**src/rtl/ecc_cap_pkg.sv**
```systemverilog
package ecc_cap_pkg;
  localparam int WORD_W      = 32;
  localparam int SBE_B       = 0;
  localparam int MBE_B       = 1;
  localparam int NMI_EN_B    = 2;
  localparam int BERR_EN_B   = 3;
  localparam int SYN_LO      = 4;
  localparam int SYN_W       = 8;
  localparam int ADR_LO      = 12;
  localparam int ADR_KEEP    = 19;
  localparam int SCRUB_DIS_B = 31;

  typedef struct packed {
    logic scrub_dis;
    logic berr_en;
    logic nmi_en;
  } ctrl_t;
endpackage

```
**src/rtl/ecc_cap_ctrl.sv**
```systemverilog
module ecc_cap_ctrl
  import ecc_cap_pkg::*;
(
  input  logic              clk,
  input  logic              rst,
  input  logic              wr_en,
  input  logic [WORD_W-1:0] wr_data,
  output ctrl_t             ctrl_q,
  output logic              scrub_en_q
);
  logic unused_ctrl;
  assign unused_ctrl = ^{wr_data[SCRUB_DIS_B-1:BERR_EN_B+1], wr_data[MBE_B:SBE_B]};

  always_ff @(posedge clk) begin
    if (rst) begin
      ctrl_q     <= '0;
      scrub_en_q <= 1'b1;
    end else if (wr_en) begin
      ctrl_q.scrub_dis <= wr_data[SCRUB_DIS_B];
      ctrl_q.berr_en   <= wr_data[BERR_EN_B];
      ctrl_q.nmi_en    <= wr_data[NMI_EN_B];
      scrub_en_q       <= ~wr_data[SCRUB_DIS_B];
    end
  end

  // the scrub level and the stored disable bit never disagree
  a_r9_scrub_inverse: assert property (@(posedge clk) disable iff (rst)
    scrub_en_q != ctrl_q.scrub_dis);

  // enables hold when no write occurred
  a_r8_ctrl_hold: assert property (@(posedge clk) disable iff (rst)
    !wr_en |=> $stable(ctrl_q));
endmodule

```
**src/rtl/ecc_cap_log.sv**
```systemverilog
module ecc_cap_log
  import ecc_cap_pkg::*;
(
  input  logic                clk,
  input  logic                rst,
  input  logic                sbe_stb,
  input  logic                mbe_stb,
  input  logic [ADR_KEEP-1:0] addr_top,
  input  logic [SYN_W-1:0]    syn_in,
  input  logic                clr_sbe,
  input  logic                clr_mbe,
  output logic                sbe_q,
  output logic                mbe_q,
  output logic [ADR_KEEP-1:0] addr_q,
  output logic [SYN_W-1:0]    syn_q
);
  logic empty;
  logic take;

  assign empty = ~sbe_q & ~mbe_q;
  assign take  = empty & (sbe_stb | mbe_stb);

  always_ff @(posedge clk) begin
    if (rst) begin
      sbe_q  <= 1'b0;
      mbe_q  <= 1'b0;
      addr_q <= '0;
      syn_q  <= '0;
    end else if (take) begin
      mbe_q  <= mbe_stb;
      sbe_q  <= ~mbe_stb;
      addr_q <= addr_top;
      syn_q  <= syn_in;
    end else begin
      if (clr_sbe) sbe_q <= 1'b0;
      if (clr_mbe) mbe_q <= 1'b0;
    end
  end

  // the log never holds both kinds at once
  a_r4_one_kind: assert property (@(posedge clk) disable iff (rst)
    $onehot0({sbe_q, mbe_q}));

  // a multi-bit strobe into an empty log always sets the multi-bit flag
  a_r3_mbe_capture: assert property (@(posedge clk) disable iff (rst)
    (empty && mbe_stb) |=> (mbe_q && !sbe_q));

  // a held record keeps its fields
  a_r5_hold_fields: assert property (@(posedge clk) disable iff (rst)
    !empty |=> ($stable(addr_q) && $stable(syn_q)));

  // a full clear while held leaves the log empty, strobes notwithstanding
  a_r12_clear_wins: assert property (@(posedge clk) disable iff (rst)
    (!empty && clr_sbe && clr_mbe) |=> (!sbe_q && !mbe_q));
endmodule

```
**src/rtl/ecc_cap_irq.sv**
```systemverilog
module ecc_cap_irq (
  input  logic clk,
  input  logic rst,
  input  logic sbe_f,
  input  logic mbe_f,
  input  logic nmi_en,
  input  logic berr_en,
  output logic nmi_req_q,
  output logic berr_req_q
);
  always_ff @(posedge clk) begin
    if (rst) begin
      nmi_req_q  <= 1'b0;
      berr_req_q <= 1'b0;
    end else begin
      nmi_req_q  <= sbe_f & nmi_en;
      berr_req_q <= mbe_f & berr_en;
    end
  end

  // an enabled single-bit record raises the request a cycle later
  a_r10_nmi_rise: assert property (@(posedge clk) disable iff (rst)
    (sbe_f && nmi_en) |=> nmi_req_q);
  a_r10_nmi_quiet: assert property (@(posedge clk) disable iff (rst)
    !sbe_f |=> !nmi_req_q);

  // an enabled multi-bit record raises the bus-error request a cycle later
  a_r11_berr_rise: assert property (@(posedge clk) disable iff (rst)
    (mbe_f && berr_en) |=> berr_req_q);
  a_r11_berr_quiet: assert property (@(posedge clk) disable iff (rst)
    !berr_en |=> !berr_req_q);
endmodule

```
**src/rtl/ecc_err_capture.sv**
```systemverilog
module ecc_err_capture
  import ecc_cap_pkg::*;
#(
  parameter int ADDR_W = 32
) (
  input  logic              clk,
  input  logic              rst,
  input  logic              sbe_stb,
  input  logic              mbe_stb,
  input  logic [ADDR_W-1:0] err_addr,
  input  logic [SYN_W-1:0]  err_syn,
  input  logic              reg_wr,
  input  logic [WORD_W-1:0] reg_wdata,
  output logic [WORD_W-1:0] status_word,
  output logic              nmi_req,
  output logic              berr_req,
  output logic              scrub_en
);
  localparam int ADR_SHIFT = ADDR_W - ADR_KEEP;

  ctrl_t               ctrl_q;
  logic                sbe_f, mbe_f;
  logic [ADR_KEEP-1:0] addr_top, addr_q;
  logic [SYN_W-1:0]    syn_q;
  logic                clr_sbe, clr_mbe;

  generate
    if (ADR_SHIFT > 0) begin : g_trim
      logic unused_low;
      assign unused_low = ^err_addr[ADR_SHIFT-1:0];
      assign addr_top   = err_addr[ADDR_W-1:ADR_SHIFT];
    end else begin : g_full
      assign addr_top = err_addr[ADR_KEEP-1:0];
    end
  endgenerate

  assign clr_sbe = reg_wr & reg_wdata[SBE_B];
  assign clr_mbe = reg_wr & reg_wdata[MBE_B];

  ecc_cap_ctrl u_ctrl (
    .clk        (clk),
    .rst        (rst),
    .wr_en      (reg_wr),
    .wr_data    (reg_wdata),
    .ctrl_q     (ctrl_q),
    .scrub_en_q (scrub_en)
  );

  ecc_cap_log u_log (
    .clk      (clk),
    .rst      (rst),
    .sbe_stb  (sbe_stb),
    .mbe_stb  (mbe_stb),
    .addr_top (addr_top),
    .syn_in   (err_syn),
    .clr_sbe  (clr_sbe),
    .clr_mbe  (clr_mbe),
    .sbe_q    (sbe_f),
    .mbe_q    (mbe_f),
    .addr_q   (addr_q),
    .syn_q    (syn_q)
  );

  ecc_cap_irq u_irq (
    .clk        (clk),
    .rst        (rst),
    .sbe_f      (sbe_f),
    .mbe_f      (mbe_f),
    .nmi_en     (ctrl_q.nmi_en),
    .berr_en    (ctrl_q.berr_en),
    .nmi_req_q  (nmi_req),
    .berr_req_q (berr_req)
  );

  assign status_word = {ctrl_q.scrub_dis, addr_q, syn_q,
                        ctrl_q.berr_en, ctrl_q.nmi_en, mbe_f, sbe_f};

  // clearing only the already-clear flag leaves a held single-bit record
  a_r7_partial_clear: assert property (@(posedge clk) disable iff (rst)
    (sbe_f && !clr_sbe) |=> sbe_f);
endmodule

```
**config.mk**
```make
export PLATFORM = sky130hd
export DESIGN_NAME = ecc_err_capture
export DESIGN_NICKNAME = d
export VERILOG_FILES = /design/src/rtl/ecc_cap_pkg.sv /design/src/rtl/ecc_cap_ctrl.sv /design/src/rtl/ecc_cap_log.sv /design/src/rtl/ecc_cap_irq.sv /design/src/rtl/ecc_err_capture.sv
export SDC_FILE = /design/constraint.sdc
export NUM_CORES = 1
export LEC_CHECK = 0
export BUFFER_PORTS_ARGS = -buffer_cell sky130_fd_sc_hd__buf_2
export CELL_PAD_IN_SITES_DETAIL_PLACEMENT = 0
export CELL_PAD_IN_SITES_GLOBAL_PLACEMENT = 1
export CORE_UTILIZATION = 29
export CTS_BUF_LIST = sky130_fd_sc_hd__clkbuf_8
export DETAILED_ROUTE_END_ITERATION = 10
export MAX_ROUTING_LAYER = met4
export PLACE_DENSITY_LB_ADDON = 0.1
export SLEW_MARGIN = 20
export SYNTH_ARGS = -nofsm -noshare
export SYNTH_HDL_FRONTEND = slang
export SYNTH_SLANG_ARGS = --single-unit
```
**constraint.sdc**
```tcl
create_clock -name clk -period 1.3 [get_ports clk]
set_input_delay 0.065 -clock clk [delete_from_list [all_inputs] [get_ports clk]]
set_output_delay 0.065 -clock clk [all_outputs]
set_load 0.03 [all_outputs]
```
Word-level counts from Yosys, hierarchy flattened
Index checks and enable logic that the tools add are counted.
{"block": "word_totals", "out_inout_bits": 35, "in_bits": 77, "reg_bits": 35, "word_cells": 27}
{"block": "classes", "mux": 4, "n_reduce_logical": 2, "bitwise_logic": 11}
{"op": "$and 1x1->1", "n": 6}
{"op": "$mux 1", "n": 4}
{"op": "$not 1->1", "n": 4}
{"op": "$reduce_bool 2->1", "n": 2}
{"op": "$or 1x1->1", "n": 1}

Logic depth before layout (Yosys ltp)
Gate-level depths: netlist of run 1.
{"block": "logic_depth", "word_depth": 4, "depth_mapped": 5, "ltp_nobuf": 3}

Hierarchy
A second synthesis of run 1 with hierarchy kept.
{"block": "unflattened", "cells_unflattened": 148, "area_unflattened_um2": 1532.7}
{"mod": "ecc_cap_log", "area_per_inst_um2": 1311.3, "n_inst": 1, "cells_per_inst": 127, "seq_area_each_um2": 580.6}
{"mod": "ecc_cap_ctrl", "area_per_inst_um2": 136.4, "n_inst": 1, "cells_per_inst": 13, "seq_area_each_um2": 80.1}
{"mod": "ecc_cap_irq", "area_per_inst_um2": 57.6, "n_inst": 1, "cells_per_inst": 4, "seq_area_each_um2": 40.0}
{"mod": "ecc_err_capture", "area_per_inst_um2": 27.5, "n_inst": 1, "cells_per_inst": 4, "seq_area_each_um2": 0.0}

Least setup slack after synthesis of run 1
No wires, ideal clock.
{"block": "synth_timing", "path_kind": "register to register", "startpoint": "reg u_log.sbe_q", "endpoint": "reg u_log.addr_q[0]", "n_path_buf": 2, "setup_time_ns": 0.072, "path_stages_with_launch": 5, "period_less_slack_ns": 1.073, "t_required_ns": 1.228, "arrival_time_ns": 1.001, "path_slack_ns": 0.227, "path_cell_list": "dfxtp_1 > nor3_2 > buf_6 > buf_12 > mux2i_1"}
{"block": "synth_between", "elab_chain_len": 3}
{"element": "from (decl)", "line_no": "ecc_cap_log.sv:12", "rtl": "output logic sbe_q,"}
{"element": "from (signal assigned)", "line_no": "ecc_cap_log.sv:31", "rtl": "sbe_q <= ~mbe_stb;"}
{"element": "$not 1->1", "line_no": "ecc_cap_log.sv:20", "rtl": "assign empty = ~sbe_q & ~mbe_q;"}
{"element": "$and 1x1->1", "line_no": "ecc_cap_log.sv:20"}
{"element": "$and 1x1->1", "line_no": "ecc_cap_log.sv:21", "rtl": "assign take = empty & (sbe_stb | mbe_stb);"}
{"element": "to (signal assigned)", "line_no": "ecc_cap_log.sv:32", "rtl": "addr_q <= addr_top;"}
{"element": "to (decl)", "line_no": "ecc_cap_log.sv:14", "rtl": "output logic [ADR_KEEP-1:0] addr_q,"}
Every way passes these cells.
A chain may end at the register's enable or synchronous reset.

Worst setup path after layout of run 1
{"block": "layout_timing", "startpoint": "reg u_log.sbe_q", "endpoint": "reg u_log.addr_q[16]"}
Same word-level chain as after synthesis.

==> metrics.yaml, run 1 <==
outcome: "finished, final reports clean"
drv_cap: 0
cp-end-kind: "flop"
r2r-start: "u_log.sbe_q"
synthTopCellsByCount: "nand2b_1 (56), dfxtp_1 (35), mux2i_1 (29)"
hold_class: "in2reg"
final_hold_viol_count: 0
cts_made_buffers: 5
drc_errors: 0
fin_nets: 296
synthDominantCellAreaShare_pct: 45.53
vias_per_cell: 4.118
first_pass_iters: 4
worst_slew_pin_slew_ns: 0.2569
power_density_nw_per_um2: 1252
drt_iter0_drc: 26
synthArstFlopShare_pct: 0
slew_headroom_pct: 82.85
crit_path_top_delay_cell: "dfxtp_1"
num_antenna_cells: 0
ys.warnings.count: 0
routed_wl_um: 3133
syn_inst: 152
htree_num_levels: 2
gp_congestion: 0.5984
core.rowCount: 26
cp.required_ns: 1.51
netlist_area_sq_um: 1539
num-fill-cells: 532
period_minus_slack_ns: 1.162
track_usage_pct: 11.97
antenna_found_initial: 0
setup-tns-final_ns: 0
core_sq_um: 5107
ys_top_cells_by_area: "dfxtp_1 (46%), nand2b_1 (23%), mux2i_1 (19%)"
critical_path_class: "reg2reg"
grt_pass1_vias: 1076
fmax_mhz: 860.3
ys.flop_type: "dfxtp_1"
clk_pin_slew_ns: 0.06
hp-start: "reg_wdata[2]"
die_area_sq_um: 5602
synth_top_area_cell: "dfxtp_1"
synth.distinct_cells: 15
critPathMaxFanout: 27
vias: 1186
dp_hpwl_um: 2174
rsz0062_at_grt: "false"
synth_edf_count: 0
fin_util_pct: 39.32
ir_drop_mv: 0.4348
grt_overflow: 0
io_pins: 112
drive_above_1_share_pct: 36.24
die_x_um: 74.85
cp-start-kind: "flop"
setup_viol: 0
cts.sinks: 35
die_h_um: 74.85
synth-seq-cells: 35
start_util_pct: 30.13
portBuffers: 71
cts_tree: "done"
grt_pass1_wl_um: 4698
wl_per_cell_um: 10.88
p_leak_uw: 0.0009739
slowest_delay_ns: 0.38
synth_nets: 229
ys_seq_area_share_pct: 45.53
worstPathArrival_ns: 1.37
cts_buffer_depth: 2
grt_max_degree: 63
skew_ns: 0.001886
syn_to_final_growth_pct: 30.49
fin_crit_sh_pct: 89.41
path_cells: "nor3_4 -> buf_12 -> mux2i_1"
synth_most_common_cell: "nand2b_1"
clk_latency_ns: 0.28
postRouteAntennaNets: 0
slew_viol_final: 0
root_buffer: "clkbuf_8"
crit_start: "u_log.sbe_q"
synth.avg_cell_area_sq_um: 10.12
-- logic make-up (layout without fill, tap and decap cells) --
logic type / Yosys count / count (layout) / share of synthesized area, %
buffers and inverters: 16 / 82 / 7.561
flip-flops: 35 / 35 / 45.53
AO/OA/AOI/OAI: 6 / 6 / 2.439
AND/OR/NAND/NOR: 66 / 66 / 25.61
multiplexers: 29 / 29 / 18.86
-- worst paths after layout --
kind / endpoint / slack, ns / cells after the start
max reg2reg: u_log.addr_q[16] / 0.14 / 3
min reg2reg: u_irq.berr_req_q / 0.46 / 2
max: u_log.addr_q[16] / 0.14 / 3
min: u_ctrl.ctrl_q[0] / 0.02 / 3
-- stage by stage --
| stage | power [uW] | cell area (sq um) | worst slack [ns] | hold WS (ns) | std cells |
|---|---|---|---|---|---|
| detailed placement | 1840 | 1916 | 0.1354 | 0.2729 | 280 |
| floorplan | 1684 | 1539 | 0.2274 | 0.1837 | 152 |
| global route | 2659 | 2008 | 0.06200 | 0.03229 | 288 |
| finish | 2514 | 2008 | 0.1376 | 0.01900 | 288 |
| global placement | 1822 | 1916 | 0.1891 | 0.2679 | 280 |
| CTS | 2563 | 2008 | 0.1208 | 0.007735 | 288 |
-- metal layers --
metal | part of all wire, % | routed length [um] | vias to the layer above | global-route usage [%]
li1 | - | - | 612 | -
met1 | 44 | 1367 | 524 | 12.81
met2 | 47 | 1487 | 43 | 19.22
met3 | 7.2 | 227 | 7 | 4.953
met4 | 1.7 | 52 | 0 | 5.660
met5 | 0 | 0 | - | -
-- area by class of cell --
class,instances,area (sq um),share of cell area [%]
tap,70,87.58,4.361
multi-input combinational,101,728.2,36.26
timing repair buffer,75,415.4,20.69
inverter,1,3.754,0.1869
clock inverter,1,3.754,0.1869
clock buffer,5,68.82,3.427
sequential,35,700.7,34.89
-- flip-flops by register name (all words and copies together), names as in the netlist --
signal,count
u_log.syn_q,8
u_log.addr_q,19
u_ctrl.scrub_en_q,1
u_irq.nmi_req_q,1
u_irq.berr_req_q,1
u_log.mbe_q,1
u_ctrl.ctrl_q,3
u_log.sbe_q,1
-- worst max-delay path, delay by kind of cell (launching register included) --
family	cells	cell delay (ns)
muxes	1	0.22
and+or+nand+nor	1	0.23
buffers and inverters	1	0.25
DFF	1	0.38
-- layout by cell type (no fill, tap or decap) --
| master | n |
|---|---|
| buf_2 | 71 |
| nand2b_1 | 56 |
| dfxtp_1 | 35 |
| mux2i_1 | 29 |
| nor2_1 | 6 |
| clkbuf_8 | 5 |
| nand2_1 | 3 |
| a21oi_1 | 3 |
| inv_1 | 2 |
| a311oi_1 | 2 |
| dlygate4sd3_1 | 2 |
| buf_12 | 2 |
| nor3_4 | 1 |
| o21ai_0 | 1 |
-- timing repair --
| action | 4_1_cts | 5_1_grt |
|---|---|---|
| resized for setup | 0 | 0 |
| hold buffers | 2 | 0 |
| hold endpoints to repair | 2 | 0 |
| setup buffers | 0 | 0 |
-- power by group --
group / switching [uW] / internal (uW)
clock: 354 / 349
sequential: 50.5 / 1160
combinational: 354 / 243
Note: power is estimated with default switching activity, not from simulation.
==> inputs of run 2 (changes only) <==
PLACE_DENSITY_LB_ADDON = 0.3   (was 0.1)
==> run 2 against run 1 <==
Compared with the run above:
- first-iteration DRC count shrank 23%
- wire length shrank 6.1%
- fmax grew 0.26%
- critical path type unchanged
- highest routed layer unchanged
- clock power grew 4.1%
- sequential cell count is the same
- critical endpoint is now u_log.syn_q[2]
- via count grew 1.7%
- die area is the same
- worst setup slack gained 0.0030 ns
- non-clock buffer count grew 1
- total power grew 1.6%
- final area grew 1.4%
==> metrics.yaml, run 2 (synthesis results as in run 1) <==
htree_num_levels: 2
vias_per_cell: 4.144
root_buffer: "clkbuf_8"
die_x_um: 74.85
cp-end-kind: "flop"
seq_power_share_pct: 47.5
skew_ns: 0.002655
crit_path_top_delay_cell: "dfxtp_1"
pwr-share-clk_pct: 28.7
grt_pass1_vias: 1002
period_minus_slack_ns: 1.159
critical_path_class: "reg2reg"
clk_pin_slew_ns: 0.07
ir_drop_mv: 0.5868
num-fill-cells: 536
cts_made_buffers: 5
cp.required_ns: 1.51
num_antenna_cells: 0
final_common_cell: "buf_2"
clk_latency_ns: 0.28
drt_iter0_drc: 20
routed_wl_um: 2943
grt_pass1_wl_um: 4526
critPathMaxFanout: 15
top_regs: "u_log.addr_q (19), u_log.syn_q (8), u_ctrl.ctrl_q (3)"
outcome: "finished, final reports clean"
track_usage_pct: 11.40
power_density_nw_per_um2: 1254
hold_slack_ns: 0.02107
cts.sinks: 35
rsz0062_at_grt: "false"
dp_hpwl_um: 2077
worstPathArrival_ns: 1.37
setup_viol: 0
ff2ff_setup_slack_ns: 0.14
cts_buffer_depth: 2
internal_power_uw: 1780
postRouteAntennaNets: 0
layout_common_cells: "buf_2 (71), nand2b_1 (56), dfxtp_1 (35)"
fin_crit_sh_pct: 89.18
core_sq_um: 5107
switching_power_uw: 774.0
drive_above_1_share_pct: 36.65
fin_nets: 297
setup-tns-final_ns: 0
top_register: "u_log.addr_q"
path_cells: "nor3_4 -> buf_12 -> mux2i_1"
cp-start-kind: "flop"
vias: 1206
slew_headroom_pct: 82.64
slew_viol_final: 0
final_hold_viol_count: 0
wl_per_cell_um: 10.11
p_leak_uw: 0.0009925
largest_reg_flops: 19
gp_congestion: 0.6470
syn_to_final_growth_pct: 32.36
fmax_mhz: 862.5
drv_cap: 0
portBuffers: 71
switching_share_pct: 30.31
worst_slew_pin_slew_ns: 0.2596
die_h_um: 74.85
power_frac_comb_pct: 23.8
cts_tree: "done"
grt_max_degree: 47
grt_overflow: 0
die_area_sq_um: 5602
fin_cells: 291
core.rowCount: 26
place_inst: 281
io_pins: 112
hold_class: "in2reg"
drc_errors: 0
first_pass_iters: 4
antenna_found_initial: 0
slowest_delay_ns: 0.38
start_util_pct: 30.13
[run 2: metrics by stage]
step / total power (uW) / instance area, sq um / setup slack [ns] / utilization [%]
after floorplan: 1684 / 1539 / 0.2274 / -
after global placement: 1850 / 1936 / 0.1387 / 37.90
after detailed placement: 1852 / 1936 / 0.1309 / 37.90
after CTS: 2625 / 2037 / 0.1189 / 39.88
after global routing: 2709 / 2037 / 0.05024 / 39.88
final: 2554 / 2037 / 0.1406 / 39.88
[run 2: power groups by stage]
stage / Clock, uW / Sequential (uW) / Combinational, uW
after floorplan: 0 / 1400 / 288
after global placement: 0 / 1240 / 613
after detailed placement: 0 / 1240 / 615
after CTS: 791 / 1210 / 620
after global routing: 823 / 1220 / 661
final: 732 / 1210 / 608
[run 2: per-layer routing]
layer	vias up	share of wire, %	GRT usage (%)
met1	538	48	14.24
met2	43	43	15.72
li1	623	-	-
met4	0	0.85	5.660
met5	-	0	-
met3	2	7.2	4.685
[run 2: final timing paths]
check / start / to / depth (start not counted)
max: u_log.sbe_q / u_log.syn_q[2] / 3
min: reg_wdata[3] / u_ctrl.ctrl_q[1] / 3
max reg2reg: u_log.sbe_q / u_log.syn_q[2] / 3
min reg2reg: u_ctrl.ctrl_q[0] / u_irq.nmi_req_q / 2
[run 2: critical path: cells and delay by family (launching register included)]
family	cells	cell delay, ns
buf+inv	1	0.21
flops	1	0.38
simple gates	1	0.31
mux	1	0.19
[run 2: layout make-up]
| class | count | area (sq um) | area share, % |
|---|---|---|---|
| tap | 70 | 87.58 | 4.300 |
| clock buffer | 5 | 68.82 | 3.378 |
| timing repair buffer | 76 | 435.4 | 21.38 |
| multi-input combinational | 101 | 728.2 | 35.75 |
| sequential | 35 | 700.7 | 34.40 |
| inverter | 1 | 3.754 | 0.1843 |
| clock inverter | 3 | 12.51 | 0.6143 |
[run 2: timing repair]
action / 4_1_cts / 5_1_grt
hold buffers: 2 / 0
gates resized for setup: 0 / 0
hold endpoints to repair: 2 / 0
buffers inserted: 0 / 0
